### src/rtl/dcr_pkg.sv
package dcr_pkg;

   // Which register group an offset selects
   typedef enum logic [1:0] {
      SEL_NONE  = 2'd0,
      SEL_CTRL  = 2'd1,
      SEL_STAT  = 2'd2,
      SEL_STORE = 2'd3
   } dcr_sel_e;

   // Fixed identification bits merged into every status read
   localparam logic [7:0] STAT_ID_BITS = 8'h61;

   // Bit position of the enable (control) and pending flag (status)
   localparam int unsigned IRQ_BIT = 7;

endpackage

### src/rtl/dcr_decode.sv
module dcr_decode
   import dcr_pkg::*;
#(
   parameter int unsigned ADDR_W   = 5,
   parameter int unsigned CTRL_OFF = 16,
   parameter int unsigned N_STORE  = 14,
   parameter int unsigned SIDX_W   = 4
) (
   input  logic [ADDR_W-1:0] addr,
   output dcr_sel_e          sel,
   output logic [SIDX_W-1:0] store_idx
);

   localparam logic [ADDR_W-1:0] CTRL_A  = ADDR_W'(CTRL_OFF);
   localparam logic [ADDR_W-1:0] STAT_A  = ADDR_W'(CTRL_OFF + 1);
   localparam logic [ADDR_W-1:0] STORE_A = ADDR_W'(CTRL_OFF + 2);
   localparam logic [ADDR_W-1:0] LAST_A  = ADDR_W'(CTRL_OFF + 1 + N_STORE);

   always_comb begin
      if (addr == CTRL_A) begin
         sel = SEL_CTRL;
      end else if (addr == STAT_A) begin
         sel = SEL_STAT;
      end else if (addr >= STORE_A && addr <= LAST_A) begin
         sel = SEL_STORE;
      end else begin
         sel = SEL_NONE;
      end
   end

   assign store_idx = SIDX_W'(addr - STORE_A);

endmodule

### src/rtl/dcr_store.sv
module dcr_store #(
   parameter int unsigned DATA_W  = 8,
   parameter int unsigned N_STORE = 14,
   parameter int unsigned SIDX_W  = 4
) (
   input  logic              clk,
   input  logic              rst_n,
   input  logic              we,
   input  logic [SIDX_W-1:0] idx,
   input  logic [DATA_W-1:0] wdata,
   output logic [DATA_W-1:0] rdata
);

   logic [DATA_W-1:0] bytes_q [N_STORE];

   for (genvar i = 0; i < N_STORE; i++) begin : g_byte
      always_ff @(posedge clk or negedge rst_n) begin
         if (!rst_n) begin
            bytes_q[i] <= '0;
         end else if (we && idx == SIDX_W'(i)) begin
            bytes_q[i] <= wdata;
         end
      end
   end

   always_comb begin
      rdata = '0;
      for (int i = 0; i < N_STORE; i++) begin
         if (idx == SIDX_W'(i)) begin
            rdata = bytes_q[i];
         end
      end
   end

endmodule

### src/rtl/dcr_irq.sv
module dcr_irq
   import dcr_pkg::*;
#(
   parameter int unsigned DATA_W = 8
) (
   input  logic              clk,
   input  logic              rst_n,
   input  logic              ctrl_we,
   input  logic [DATA_W-1:0] wdata,
   input  logic              ack,
   input  logic              vsync,
   output logic [DATA_W-1:0] ctrl_q,
   output logic              pend_q
);

   logic sync_hit;

   assign sync_hit = vsync && ctrl_q[IRQ_BIT];

   always_ff @(posedge clk or negedge rst_n) begin
      if (!rst_n) begin
         ctrl_q <= '0;
      end else if (ctrl_we) begin
         ctrl_q <= wdata;
      end
   end

   // The sync event takes priority over an acknowledge in the same cycle
   always_ff @(posedge clk or negedge rst_n) begin
      if (!rst_n) begin
         pend_q <= 1'b0;
      end else if (sync_hit) begin
         pend_q <= 1'b1;
      end else if (ack) begin
         pend_q <= 1'b0;
      end
   end

   AST_SYNC_SETS_PEND: assert property (@(posedge clk) disable iff (!rst_n)
      (vsync && ctrl_q[IRQ_BIT]) |=> pend_q);
   AST_ACK_CLEARS_PEND: assert property (@(posedge clk) disable iff (!rst_n)
      (ack && !vsync) |=> !pend_q);
   AST_COLLIDE_KEEPS_SET: assert property (@(posedge clk) disable iff (!rst_n)
      (ack && vsync && ctrl_q[IRQ_BIT]) |=> pend_q);
   AST_NO_SET_WHEN_OFF: assert property (@(posedge clk) disable iff (!rst_n)
      (!pend_q && !ctrl_q[IRQ_BIT]) |=> !pend_q);
   AST_PEND_HOLDS: assert property (@(posedge clk) disable iff (!rst_n)
      (pend_q && !ack) |=> pend_q);

endmodule

### src/rtl/disp_ctl_regs.sv
module disp_ctl_regs
   import dcr_pkg::*;
#(
   parameter int unsigned ADDR_W   = 5,
   parameter int unsigned DATA_W   = 8,
   parameter int unsigned CTRL_OFF = 16,
   parameter bit          REG_READ = 1'b1
) (
   input  logic              clk,
   input  logic              rst_n,
   input  logic [ADDR_W-1:0] addr,
   input  logic              wr_en,
   input  logic [DATA_W-1:0] wr_data,
   input  logic              rd_en,
   output logic [DATA_W-1:0] rd_data,
   input  logic              vsync_pulse,
   output logic              irq
);

   localparam int unsigned WIN_BYTES = 1 << ADDR_W;
   localparam int unsigned N_STORE   = WIN_BYTES - CTRL_OFF - 2;
   localparam int unsigned SIDX_W    = (N_STORE > 1) ? $clog2(N_STORE) : 1;
   localparam logic [ADDR_W-1:0] CTRL_A = ADDR_W'(CTRL_OFF);
   localparam logic [ADDR_W-1:0] STAT_A = ADDR_W'(CTRL_OFF + 1);

   initial begin : p_param_chk
      assert (DATA_W >= 8) else $error("DATA_W must hold the 8 status bits");
      assert (CTRL_OFF + 3 <= WIN_BYTES) else $error("window too small for the register set");
      assert (CTRL_OFF > 0) else $error("CTRL_OFF must leave an unmapped lower range");
   end

   dcr_sel_e          sel;
   logic [SIDX_W-1:0] store_idx;
   logic [DATA_W-1:0] ctrl_q;
   logic              pend_q;
   logic [DATA_W-1:0] store_rdata;
   logic [DATA_W-1:0] stat_val;
   logic [DATA_W-1:0] rd_mux;

   dcr_decode #(
      .ADDR_W   (ADDR_W),
      .CTRL_OFF (CTRL_OFF),
      .N_STORE  (N_STORE),
      .SIDX_W   (SIDX_W)
   ) i_decode (
      .addr      (addr),
      .sel       (sel),
      .store_idx (store_idx)
   );

   dcr_irq #(
      .DATA_W (DATA_W)
   ) i_irq (
      .clk     (clk),
      .rst_n   (rst_n),
      .ctrl_we (wr_en && sel == SEL_CTRL),
      .wdata   (wr_data),
      .ack     (wr_en && sel == SEL_STAT),
      .vsync   (vsync_pulse),
      .ctrl_q  (ctrl_q),
      .pend_q  (pend_q)
   );

   dcr_store #(
      .DATA_W  (DATA_W),
      .N_STORE (N_STORE),
      .SIDX_W  (SIDX_W)
   ) i_store (
      .clk   (clk),
      .rst_n (rst_n),
      .we    (wr_en && sel == SEL_STORE),
      .idx   (store_idx),
      .wdata (wr_data),
      .rdata (store_rdata)
   );

   always_comb begin
      stat_val          = '0;
      stat_val[7:0]     = STAT_ID_BITS;
      stat_val[IRQ_BIT] = pend_q;
   end

   always_comb begin
      unique case (sel)
         SEL_CTRL:  rd_mux = ctrl_q;
         SEL_STAT:  rd_mux = stat_val;
         SEL_STORE: rd_mux = store_rdata;
         default:   rd_mux = '0;
      endcase
   end

   assign irq = pend_q;

   if (REG_READ) begin : g_rd_reg
      always_ff @(posedge clk or negedge rst_n) begin
         if (!rst_n) begin
            rd_data <= '0;
         end else begin
            rd_data <= rd_en ? rd_mux : '0;
         end
      end

      AST_LOW_RANGE_ZERO: assert property (@(posedge clk) disable iff (!rst_n)
         (rd_en && addr < CTRL_A) |=> rd_data == '0);
      AST_STAT_FIXED_ID: assert property (@(posedge clk) disable iff (!rst_n)
         (rd_en && addr == STAT_A) |=> rd_data[6:0] == STAT_ID_BITS[6:0]);
      AST_STAT_LIVE_PEND: assert property (@(posedge clk) disable iff (!rst_n)
         (rd_en && addr == STAT_A) |=> rd_data[IRQ_BIT] == $past(irq));
      AST_IDLE_READ_ZERO: assert property (@(posedge clk) disable iff (!rst_n)
         !rd_en |=> rd_data == '0);
   end else begin : g_rd_comb
      assign rd_data = rd_en ? rd_mux : '0;
   end

endmodule

### config.mk
export PLATFORM = sky130hd
export DESIGN_NAME = disp_ctl_regs
export DESIGN_NICKNAME = d
export VERILOG_FILES = /design/src/rtl/dcr_pkg.sv /design/src/rtl/dcr_decode.sv /design/src/rtl/dcr_store.sv /design/src/rtl/dcr_irq.sv /design/src/rtl/disp_ctl_regs.sv
export SDC_FILE = /design/constraint.sdc
export NUM_CORES = 1
export LEC_CHECK = 0
export ABC_AREA = 1
export BUFFER_PORTS_ARGS = -buffer_cell sky130_fd_sc_hd__buf_4
export CORE_ASPECT_RATIO = 0.75
export CORE_MARGIN = 4
export CORE_UTILIZATION = 46
export CTS_CLUSTER_SIZE = 10
export DETAILED_ROUTE_END_ITERATION = 16
export PLACE_DENSITY = 0.73
export RECOVER_POWER = 50
export SYNTH_ARGS = -nofsm -noshare
export SYNTH_HDL_FRONTEND = slang
export SYNTH_SLANG_ARGS = --single-unit
### constraint.sdc
create_clock -name clk -period 1.6 [get_ports clk]
set_input_delay 0.16 -clock clk [delete_from_list [all_inputs] [get_ports clk]]
set_output_delay 0.16 -clock clk [all_outputs]
set_load 0.03 [all_outputs]
Word level (Yosys, flattened, before mapping)
Cells that the tools add are included.
{"block": "word_totals", "input_bits": 18, "output_inout_bits": 9, "reg_bits": 129}
{"block": "op_classes", "order_cmp": 2, "n_addsub": 1, "n_reduce_logical": 21, "muxes": 21, "n_eq_ne": 18}
{"operator": "$mux 8", "count": 15}
{"operator": "$eq 4x4->1 const B", "count": 6}
{"operator": "$pmux 8 s3", "count": 1}
{"operator": "$logic_and 1x1->1", "count": 19}
{"operator": "$eq 4x3->1 const B", "count": 4}
{"operator": "$eq 5x5->1 const B", "count": 2}
{"operator": "$eq 4x2->1 const B", "count": 2}
{"operator": "$mux 2", "count": 3}
{"operator": "$ge 5x5->1 const B", "count": 1}
{"operator": "$le 5x5->1 const B", "count": 1}
{"operator": "$eq 2x2->1 const B", "count": 2}
{"operator": "$eq 4x1->1 const B", "count": 1}
{"operator": "$logic_not 4->1", "count": 1}
{"operator": "$sub 4x2->4 const B", "count": 1}
{"operator": "$eq 2x1->1 const B", "count": 1}
{"operator": "$mux 1", "count": 2}
{"operator": "$reduce_bool 2->1", "count": 1}

Logic depth before layout (Yosys ltp)
{"block": "logic_depth", "ltp_word": 18, "mapped_depth": 19}

Modules after synthesis
A second synthesis with hierarchy kept.
{"block": "hier_totals", "cells_unflattened": 727, "area_unflattened_um2": 5980.7}
{"mod": "dcr_store", "seq_area_each_um2": 2802.7, "area_each_um2": 5108.6, "n_inst": 1, "cells_each": 616}
{"mod": "disp_ctl_regs", "seq_area_each_um2": 200.2, "area_each_um2": 386.6, "n_inst": 1, "cells_each": 46}
{"mod": "dcr_irq", "seq_area_each_um2": 225.2, "area_each_um2": 345.3, "n_inst": 1, "cells_each": 39}
{"mod": "dcr_decode", "seq_area_each_um2": 0.0, "area_each_um2": 140.1, "n_inst": 1, "cells_each": 26}

Least setup slack after synthesis
OpenSTA, ideal clock, no wires.
{"block": "synth_timing", "path_type": "input-to-reg", "start": "in addr[1]", "end": "reg i_store.bytes_q[56] (netlist name)", "required_ps": 1463, "t_arrival_ps": 1966, "cell_stages": 11, "slack_ps": -503, "setup_time_ps": 137, "path_cell_list": "buf_4 -> inv_1 -> ha_1 -> inv_1 -> nand3_2 -> nor2_1 -> clkbuf_1 -> inv_1 -> nor2_2 -> buf_2 -> a21oi_1"}
{"block": "synth_between", "elab_chain_len": 8}
{"item": "start, declared", "line": "disp_ctl_regs.sv:11", "text": "input logic [ADDR_W-1:0] addr,"}
{"item": "$ge 5x5->1 / $le 5x5->1 (equally long branches)", "line": "dcr_decode.sv:24", "text": "end else if (addr >= STORE_A && addr <= LAST_A) begin"}
{"item": "$logic_and 1x1->1", "line": "dcr_decode.sv:24"}
{"item": "$mux 2", "line": "dcr_decode.sv:24"}
{"item": "$mux 2", "line": "dcr_decode.sv:22", "text": "end else if (addr == STAT_A) begin"}
{"item": "$mux 2", "line": "dcr_decode.sv:20", "text": "if (addr == CTRL_A) begin"}
{"item": "$eq 2x2->1", "line": "disp_ctl_regs.sv:71", "text": ".we (wr_en && sel == SEL_STORE),"}
{"item": "$logic_and 1x1->1", "line": "disp_ctl_regs.sv:71"}
{"item": "$logic_and 1x1->1 (*)", "line": "dcr_store.sv:20", "text": "end else if (we && idx == SIDX_W'(i)) begin"}
{"item": "end signal, assigned by index", "line": "dcr_store.sv:21", "text": "bytes_q[i] <= wdata;"}
{"item": "end, declared", "line": "dcr_store.sv:14", "text": "logic [DATA_W-1:0] bytes_q [N_STORE];"}
Mark *: on every way between the ends. The rest lies on a longest branch, timed or not.
A chain may end at the register's enable or synchronous reset.

Final worst setup path
{"block": "layout_timing", "start": "in addr[2]", "end": "reg rd_data[7]"}
{"block": "layout_between", "elab_chain_len": 18}
{"item": "$sub 4x2->4", "line": "dcr_decode.sv:31", "text": "assign store_idx = SIDX_W'(addr - STORE_A);"}
{"item": "$logic_not 4->1", "line": "dcr_store.sv:29", "text": "if (idx == SIDX_W'(i)) begin"}
{"item": "$mux 8 (14 in a row)", "line": "dcr_store.sv:29"}
{"item": "$pmux 8 s3 (*)", "line": "disp_ctl_regs.sv:84", "text": "unique case (sel)"}
{"item": "$mux 8 (*)", "line": "disp_ctl_regs.sv:99", "text": "rd_data <= rd_en ? rd_mux : '0;"}
{"item": "end signal, assigned", "line": "disp_ctl_regs.sv:99"}
{"item": "end, declared", "line": "disp_ctl_regs.sv:15", "text": "output logic [DATA_W-1:0] rd_data,"}
Marks and branches as above.

==> impl_metrics.csv <==
group,metric,value,unit
finish,num_antenna_cells,0,
finish,final_area,8330,µm²
die,die_h,107,µm
place,gp_congestion,0.915,
global_routing,grtUsageTotal,25.7,%
finish,final_common_cell,"nand2_1",
timing,hold-worst-slack,0.0147,ns
finish,final_util,66.5,%
clock_tree,worstSkewPairLatency,0.42,ns
routing,routed_wl,19.3,mm
routing,viasPerCell,5.56,
finish,final_nets,849,
setup_path,worstSetupPathType,"primary input to flop",
pwr,total_power,11.2,mW
routing,final_antenna_net_count,0,
place,pre_cts_ws,-0.705,ns
die,row_count,35,
clock_tree,h-tree-depth,4,
synthesis,yosys_warnings,0,
timing,drv_slew,0,
clock_tree,cts_tree,"built",
setup_path,max_stage_delay,0.16,ns
routing,drc,0,
timing,maxSlewHeadroom,21.4,%
finish,area_growth,39.2,%
global_routing,overflow,0,
finish,layout-drive-gt1-share,34.1,%
clock_tree,cts_made_buffers,17,
die,start_util,47.8,%
die,io_pins,27,
setup_path,worstPathCellList,"buf_8 -> inv_4 -> ha_4 -> nand2_4 -> nand3_4 -> buf_4 -> nor2_4 -> nand2_1 -> nand3_2 -> nand2_4 -> nand4_1 -> nand2_1 -> nand4_1 -> nand2_2 -> nand3_2 -> a21oi_2 -> nor2_1",
pwr,ir_drop,0.906,mV
setup_path,startpoint_type,"primary input",
timing,setup_violations,8,
routing,num_vias,5608,
setup_path,reg2reg_from,"i_store.bytes_q[103]",
global_routing,grt_antenna_before_repair,0,
setup_path,reg2reg_setup_slack,-0.02,ns
setup_path,endpoint_kind,"flop",
run_status,status,"finished with violations",
finish,final_cell_mix,"nand2_1 (154), dfrtp_1 (129), buf_4 (85)",
die,die_w,140,µm
setup_path,crit_arrival,1.99,ns
synthesis,netlist_instances,717,
synthesis,ys_ff_latch,129,
global_routing,grt_pass1_wl,29.7,mm
pwr,total_leakage_power,3.82,nW
routing,drtIter0Drc,730,
routing,first_pass_iters,5,
timing,fin_ws,-0.101,ns
clock_tree,clockRootBuffer,"clkbuf_16",
setup_path,worst_ep_required_time,1.89,ns
timing,min_period_over_period,106,%
synthesis,synthFlopType,"dfrtp_1",
clock_tree,clockBufferDepth,2,
routing,post_drt_wl_per_cell,19.1,µm
timing,fin_crit,1.70,ns
pwr,power_density,1340,nW/µm²
run_status,violations,"negative setup slack",
clock_tree,path_clk_slew,0.06,ns
setup_path,r2r_end,"rd_data[7]",
hold_path,whs_endpoint,"i_store.bytes_q[0]",
setup_path,cp_max_fo,5,
timing,fin_skew,0.00773,ns
hold_path,min_path_type,"primary input to flop",
synthesis,synth-edff-count,0,
hold_path,hold_start,"wr_data[0]",
synthesis,synth_cell_type_count,32,
synthesis,synthArstFlopShare,100,%
hold_path,hold_path_depth,3,
timing,grt_setup_unrepaired,"yes",
synthesis,syn_avg_cell_area,8.35,µm²
timing,fmax,588,MHz
synthesis,seq_area_frac_synth,53.9,%
synthesis,syn_area,5990,µm²
die,core,12500,µm²
timing,worst_pin_slew,1.18,ns
place,io_buffers,26,
job,cap_violations,0,
timing,hold_violations,0,
global_routing,grt_pass1_vias,5525,
clock_tree,cts.sinks,129,
setup_path,crit_slowest_cell,"ha_4",
place,post_dp_cell_area,7200,µm²
synthesis,synth.net_count,737,
die,fp.dieArea,14900,µm²
place,dp_hpwl,12.4,mm
global_routing,grt_max_degree,130,
setup_path,startpoint,"addr[2]",
setup_path,reg2regPathDepth,10,
[critical path: cells and delay by family]
family	cells	cell delay, ns
adder cells (fa/ha/maj)	1	0.16
buffers and inverters	3	0.30
AO/OA/AOI/OAI	1	0.15
AND/OR/NAND/NOR	12	1.21
[flip-flops by register name, indices dropped and copies added, names as in the netlist]
register and count:
i_store.bytes_q 112, i_irq.ctrl_q 8, rd_data 8, i_irq.pend_q 1
[Yosys cell counts, types with 5 or more instances]
library cell,count,area (µm²)
buf_2,8,40.0
nand2_1,178,668
o21ai_0,59,295
nand3_1,18,90.1
nand4_1,10,62.6
dfrtp_1,129,3230
a21oi_1,103,515
nor2_4,5,56.3
nor2_1,93,349
inv_1,56,210
clkbuf_1,13,48.8
nor3_4,5,81.3
[power breakdown]
part,internal (mW),switching [mW],total (mW)
clock network,2.69,1.50,4.18
logic,0.925,1.38,2.30
registers,4.19,0.510,4.70
[how the worst max path moves through the flow]
| stage | end | slack (ns) | cells past startpoint |
|---|---|---|---|
| 2_1_floorplan | i_store.bytes_q[109] | -0.29 | 14 |
| 3_3_place_gp | rd_data[4] | -0.67 | 19 |
| 3_5_place_dp | rd_data[4] | -0.70 | 19 |
| 4_1_cts | rd_data[7] | -0.02 | 17 |
| 5_1_grt | rd_data[1] | -0.16 | 18 |
| 6_report | rd_data[7] | -0.10 | 17 |
[per-layer routing]
layer	routed length, µm	global-route usage [%]
met5	0	0
met4	590	7.75
met3	1830	6.46
met2	8720	39.4
met1	8150	36.1
[what timing repair did]
| item | in CTS | in global routing |
|---|---|---|
| gates cloned | 0 | 1 |
| setup buffers | 5 | 7 |
| endpoints found under the hold margin | 130 | 0 |
| endpoints found under the setup margin | 20 | 43 |
| hold buffers | 2 | 0 |
| pin swaps | 22 | 44 |
| gates resized for setup | 43 | 58 |
[through the flow]
stage | TNS (ns) | cells
detailed placement | -39.14 | 962
finish | -0.231 | 1008
global route | -1.13 | 1008
global placement | -35.03 | 962
floorplan | -16.68 | 717
CTS | -0.0402 | 1000
[kinds of logic after synthesis]
family | Yosys count | share of synthesized area [%]
AO/OA/AOI/OAI | 171 | 14.7
flip-flops | 129 | 53.9
buffers and inverters | 91 | 6.90
adder cells (fa/ha/maj) | 2 | 0.418
AND/OR/NAND/NOR | 324 | 24.0
[layout make-up]
type | count | area, µm²
clock buffer | 19 | 453
tap | 166 | 208
fill | 909 | 4190
timing repair buffer | 121 | 1190
inverter | 63 | 262
multi-input combinational | 497 | 2800
clock inverter | 13 | 185
sequential | 129 | 3230
Note: power is estimated with default switching activity, not from simulation.
